--- config.mk ---
export PLATFORM = sky130hd
export DESIGN_NAME = burst_col_gen
export DESIGN_NICKNAME = d
export VERILOG_FILES = /design/src/rtl/bcg_pkg.sv /design/src/rtl/bcg_cfg_dec.sv /design/src/rtl/bcg_addr_calc.sv /design/src/rtl/burst_col_gen.sv
export SDC_FILE = /design/constraint.sdc
export NUM_CORES = 1
export LEC_CHECK = 0
export BUFFER_PORTS_ARGS = -buffer_cell sky130_fd_sc_hd__buf_2
export CORE_MARGIN = 1
export CORE_UTILIZATION = 35
export DETAILED_ROUTE_END_ITERATION = 10
export SLEW_MARGIN = 20
export SYNTH_ARGS = -nofsm -noshare
export SYNTH_HDL_FRONTEND = slang
export SYNTH_HIERARCHICAL = 1
export SYNTH_SLANG_ARGS = --single-unit
--- constraint.sdc ---
create_clock -name clk -period 3 [get_ports clk]
set_input_delay 0.45 -clock clk [delete_from_list [all_inputs] [get_ports clk]]
set_output_delay 0.45 -clock clk [all_outputs]
set_load 0.02 [all_outputs]
--- src/rtl/bcg_pkg.sv ---
package bcg_pkg;
    localparam int CODE_W     = 3;
    localparam int FIXED_SELW = 2;

    typedef enum logic {
        ORDER_SEQ = 1'b0,
        ORDER_ILV = 1'b1
    } order_e;
endpackage

--- src/rtl/bcg_cfg_dec.sv ---
module bcg_cfg_dec
    import bcg_pkg::*;
#(
    parameter int COL_W = 8
) (
    input  logic [CODE_W-1:0] bl_code_i,
    input  logic              ilv_req_i,
    output logic [COL_W-1:0]  mask_o,
    output logic              full_o,
    output order_e            order_o,
    output logic              illegal_o
);
    logic full_sel;

    assign full_sel  = bl_code_i[CODE_W-1];
    assign full_o    = full_sel;
    assign illegal_o = full_sel & ilv_req_i;
    assign order_o   = (ilv_req_i && !full_sel) ? ORDER_ILV : ORDER_SEQ;

    // Burst-index mask: bit i is inside the burst when i < log2(length).
    for (genvar i = 0; i < COL_W; i++) begin : g_mask
        assign mask_o[i] = full_sel | (i < int'(bl_code_i[FIXED_SELW-1:0]));
    end

    always_comb begin
        if (!full_sel) begin
            assert ((mask_o & (mask_o + 1'b1)) == '0);
        end
    end
endmodule

--- src/rtl/bcg_addr_calc.sv ---
module bcg_addr_calc
    import bcg_pkg::*;
#(
    parameter int COL_W = 8
) (
    input  logic [COL_W-1:0] base_i,
    input  logic [COL_W-1:0] beat_i,
    input  logic [COL_W-1:0] mask_i,
    input  order_e           order_i,
    output logic [COL_W-1:0] col_o
);
    logic [COL_W-1:0] sum;

    assign sum = base_i + beat_i;

    for (genvar i = 0; i < COL_W; i++) begin : g_bit
        always_comb begin
            if (!mask_i[i]) begin
                col_o[i] = base_i[i];
            end else if (order_i == ORDER_ILV) begin
                col_o[i] = base_i[i] ^ beat_i[i];
            end else begin
                col_o[i] = sum[i];
            end
        end
    end
endmodule

--- src/rtl/burst_col_gen.sv ---
module burst_col_gen
    import bcg_pkg::*;
#(
    parameter int COL_W = 8
) (
    input  logic              clk,
    input  logic              rst_n,
    input  logic              start_i,
    input  logic [COL_W-1:0]  start_col_i,
    input  logic [CODE_W-1:0] bl_code_i,
    input  logic              ilv_i,
    input  logic              term_i,
    output logic              col_valid_o,
    output logic [COL_W-1:0]  col_o,
    output logic              last_o,
    output logic              cfg_err_o
);
    typedef struct packed {
        logic             busy;
        logic             full;
        order_e           order;
        logic             err;
        logic [COL_W-1:0] mask;
        logic [COL_W-1:0] base;
        logic [COL_W-1:0] beat;
    } state_t;

    state_t st_d, st_q;

    logic [COL_W-1:0] dec_mask;
    logic             dec_full;
    order_e           dec_order;
    logic             dec_illegal;
    logic             end_beat;

    bcg_cfg_dec #(.COL_W(COL_W)) u_dec (
        .bl_code_i (bl_code_i),
        .ilv_req_i (ilv_i),
        .mask_o    (dec_mask),
        .full_o    (dec_full),
        .order_o   (dec_order),
        .illegal_o (dec_illegal)
    );

    bcg_addr_calc #(.COL_W(COL_W)) u_calc (
        .base_i  (st_q.base),
        .beat_i  (st_q.beat),
        .mask_i  (st_q.mask),
        .order_i (st_q.order),
        .col_o   (col_o)
    );

    assign end_beat    = !st_q.full && (st_q.beat == st_q.mask);
    assign col_valid_o = st_q.busy;
    assign last_o      = st_q.busy && end_beat;
    assign cfg_err_o   = st_q.err;

    always_comb begin
        st_d = st_q;
        if (!st_q.busy) begin
            if (start_i) begin
                st_d.busy  = 1'b1;
                st_d.full  = dec_full;
                st_d.order = dec_order;
                st_d.mask  = dec_mask;
                st_d.base  = start_col_i;
                st_d.beat  = '0;
                st_d.err   = st_q.err | dec_illegal;
            end
        end else if (term_i || end_beat) begin
            st_d.busy = 1'b0;
        end else begin
            st_d.beat = st_q.beat + 1'b1;
        end
    end

    always_ff @(posedge clk) begin
        if (!rst_n) begin
            st_q <= '0;
        end else begin
            st_q <= st_d;
        end
    end

    AST_FIRST_BEAT: assert property (@(posedge clk) disable iff (!rst_n)
        (!col_valid_o && start_i) |=> (col_valid_o && col_o == $past(start_col_i)));
    AST_LAST_ENDS: assert property (@(posedge clk) disable iff (!rst_n)
        last_o |=> !col_valid_o);
    AST_UPPER_FIXED: assert property (@(posedge clk) disable iff (!rst_n)
        (col_valid_o && !last_o && !term_i) |=>
        (col_valid_o && ((col_o & ~st_q.mask) == ($past(col_o) & ~st_q.mask))));
    AST_TERM_ENDS: assert property (@(posedge clk) disable iff (!rst_n)
        (col_valid_o && term_i) |=> !col_valid_o);
    AST_ERR_STICKY: assert property (@(posedge clk) disable iff (!rst_n)
        cfg_err_o |=> cfg_err_o);
endmodule

==> results.md <==
- The clock root buffer is sky130_fd_sc_hd__clkbuf_8.
- Yosys attributes the largest share of cell area to sky130_fd_sc_hd__dfxtp_1 32%, sky130_fd_sc_hd__nand2_1 9.1%, sky130_fd_sc_hd__a21boi_0 7.8%.
- Static timing analysis puts the maximum clock frequency at 345.9 MHz.
- The area share of fa/ha/maj cells after synthesis is 0.06916.
- The first detailed-routing pass took 4 iterations.
- The reg-to-reg startpoint is st_q[4].
- TritonCTS built the clock tree.
- For the final routed database, the setup TNS stands at 0 ps.
- After clock tree synthesis, the clock-pin slew on the worst setup and hold paths is 100 ps.
- The share of total power dissipated in the clock network is 0.303.
- OpenSTA, run right after detailed placement, puts the worst setup slack at 254.1 ps.
- Summed over all layers, the global routing overflow is 0.
- The setup check on the worst reg-to-reg path leaves a slack of 1070 ps.
- In this run, synthesis produced a sequential element count of 28.
- The switching power is 215.5 µW.
- The largest family of logic cells by synthesized area is simple AND/OR/NAND/NOR gates.
- The most common cell after layout, fill and taps aside is sky130_fd_sc_hd__nand2_1.
- The most used flip-flop cell after synthesis is sky130_fd_sc_hd__dfxtp_1.
- The horizontal extent of the die is 72.44 µm.
- STA puts the critical path data arrival time at 2440 ps.
- For this run, the post-layout net count is 261.
- The die is 72.44 µm tall.
- The number of buffers on the longest clock path is 2.
- Of the total synthesized cell area, the portion taken by AND, OR, NAND and NOR gates is 0.2284.
- The remaining number of nets flagged by the antenna check after routing is 0.
- The number of cells traversed by the worst hold path is 3.
- The total routing usage reported by global routing is 0.1577.
- The largest total area in the synthesized netlist belongs to sky130_fd_sc_hd__dfxtp_1.
- Data on the critical path is required at its endpoint by 2550 ps.
- After legalization and detailed placement, the total HPWL measured 2683 µm.
- The launch instance of the worst min-delay path is start_col_i[6].
- The number of cells on the worst reg-to-reg path is 6.
- The final count of hold timing violations is 0.
- The final critical path time including I/O delays and setup is 2891 ps.
- For this configuration, the core starts out at a cell density of 0.3653.
- The tool flagged a number of max-cap violations equal to 0.
- The worst slew margin relative to its limit is 0.3788.
- The final layout contains routed wiring with a total length of 3707 µm.
- The maximum fanout along the worst path is 3.
- Entering global routing, the biggest net connects 31 pins.
- The mean number of vias per cell is 4.901.
- The leakage power total is 0.7901 nW.
- Setup repair after global routing left no endpoint under its margin.
- The relative contribution of sequential cells to total power is 0.524.
- The maximum VDD drop is 0.2528 mV.
- After detailed routing, the average wire length per cell comes to 12.27 µm.
- The number of antenna violations at the first check in global routing is 0.
- The post-synthesis async set-or-reset flop share is 0.
- The first global-routing pass estimated 6465 µm of wire.
- The setup path with the least slack is of type reg -> out.
- The run finished with clean final reports.
- Synthesis produced a netlist with a net count of 242.
- The via count of the first global-routing pass came to 1371.
- The area added between synthesis and finish is 12.61%.
- The number of antenna diodes in the final layout is 0.
- The Yosys step of the flow raised 6 warnings.
- The fraction of layout cells with a size suffix above 1 is 0.1957.
- Of the synthesized area, sequential elements account for 0.3228.
- Counting every sink on the clock net gives 28.
- The final setup violation count is 0.
- The synthesized netlist contains 40 unique library cells.
- The path with the worst hold slack has its endpoint at st_q[14].
- The count of pins on the block boundary is 27.
- The synthesized-area fraction occupied by ao, oa, aoi and oai cells was 0.2061.
- Clock latency on the worst-skew pair, taken at its later pin, is 280 ps.
- The count of final max-slew check failures is 0.
- The core region is 4755 µm².
- The cell-internal power is 562.8 µW.
- The final design utilization is 0.4113.
- The minimum setup slack in the final design is 108.8 ps.
- STA classifies the critical path endpoint as an output port.
- The floorplan die area is 5248 µm².
- The terminus of the critical flop-to-flop path is st_q[7].
- The xor/xnor cell area share of the yosys netlist is 0.07061.
- During placement, the flow inserted port buffers numbering 26.
- In this run, synthesis inferred 0 flip-flops with an integrated enable.
- The measured slew at the worst slew-check pin is 931.8 ps.
- The routability congestion estimate from global placement is 0.8200.
- The tightest hold margin is 412.3 ps.
- The mean cell area of the mapped netlist is 8.003 µm².
- The DRC violation total after the first TritonRoute iteration is 76.
- The netlist area before placement is 1737 µm².
- Across the routed clock network, the largest skew measured is 3.493 ps.
- STA classifies the critical path startpoint as a flop.
- Measured against the total synthesized area, the mux share comes to 0.03314.
- Dividing the final minimum period by the clock period gives 0.9637.
- Of the total power, the share spent switching nets is 0.2769.
- The post-synthesis instance total is 217.
- In the layout the commonest cells are 42 x sky130_fd_sc_hd__nand2_1, 27 x sky130_fd_sc_hd__dfxtp_1, 26 x sky130_fd_sc_hd__buf_2.
- The logic gate share of total power is 0.173.
- The cell area power density is 397.9 nW/µm².
- The routed layout has 1480 vias.
- The path type of the worst min-delay path is in -> reg.
- After floorplanning, the core was divided into 25 placement rows.
- The share of synthesized area in the top cell type comes to 0.3228.
- The DRC violations left is 0.
- Counting the buffers created by CTS gives 3.
- CTS built an H-tree with a depth of 1.
## cell usage after synthesis (all sizes together), types with 4 or more instances
cell	instances
buf	8
and2	4
clkbuf	7
nor2	13
nor2b	4
nand2	42
o211ai	6
nand3	5
o21ai	9
ha	8
inv	10
dfxtp	28
xnor2	12
a21boi	18
a21oi	8
a31oi	5
## power groups by stage
stage	clock [mW]	combinational [mW]	sequential [mW]
2_1_floorplan	0	0.100	0.413
6_report	0.236	0.134	0.408
5_1_grt	0.263	0.153	0.411
3_5_place_dp	0	0.135	0.417
4_1_cts	0.242	0.136	0.408
3_3_place_gp	0	0.134	0.417
## critical path, cell delays in order (launching register included)
cell                       delay, ps
sky130_fd_sc_hd__dfxtp_1         370
sky130_fd_sc_hd__ha_2            210
sky130_fd_sc_hd__inv_1            50
sky130_fd_sc_hd__fa_1            380
sky130_fd_sc_hd__nand2b_1        170
sky130_fd_sc_hd__a211oi_2        290
sky130_fd_sc_hd__a31oi_1         140
sky130_fd_sc_hd__xnor2_1         140
sky130_fd_sc_hd__mux2_2          260
sky130_fd_sc_hd__buf_2           160
## how the worst max path moves through the flow
stage	start	endpoint	slack, ps	cells after the start
6_report	st_q[8]	col_o[6]	110	9
3_5_place_dp	st_q[0]	col_o[6]	250	9
3_3_place_gp	st_q[0]	col_o[6]	280	9
2_1_floorplan	st_q[0]	col_o[6]	550	8
5_1_grt	st_q[8]	col_o[6]	5	9
4_1_cts	st_q[0]	col_o[6]	30	9
## final cells by class
class	instances	area [µm²]
Multi-Input combinational cell	164	1062
Inverter	10	37.54
Sequential cell	28	564.3
Clock buffer	4	55.05
Timing Repair Buffer	29	152.6
Tap cell	67	83.83
Fill cell	500	2799
## what timing repair did
item | CTS | global route
pin swaps | 0 | 1
endpoints found under the setup margin | 1 | 1
hold buffers | 0 | 0
gates resized for setup | 1 | 3
buffers inserted | 0 | 1
## flip-flops by register name, indices dropped and copies added (netlist names)
signal,cells
cfg_err_o,1
col_valid_o,1
st_q,26
## kinds of logic (layout without fill, tap and decap cells)
group / count (synthesis) / after routing
AND/OR/NAND/NOR: 83 / 83
buffers and inverters: 25 / 43
AO/OA/AOI/OAI: 53 / 53
XOR/XNOR: 14 / 14
flip-flops: 28 / 28
adder cells (fa/ha/maj): 9 / 9
multiplexers: 5 / 5
## through the flow
stage | area, µm² | std cells | total power, mW
2_1_floorplan | 1737 | 217 | 0.5131
3_3_place_gp | 1882 | 297 | 0.5510
3_5_place_dp | 1882 | 297 | 0.5523
4_1_cts | 1942 | 301 | 0.7869
5_1_grt | 1956 | 302 | 0.8267
6_report | 1956 | 302 | 0.7782
## routing by layer
metal  up-vias  track usage  share of wire
met4         0      0.03268         0.0081
met1       685       0.2154           0.52
met3         4      0.03333          0.044
met5         -            0              0
met2        27       0.2555           0.43
li1        764            -              -
No activity file was read; power rests on OpenSTA's default activity.
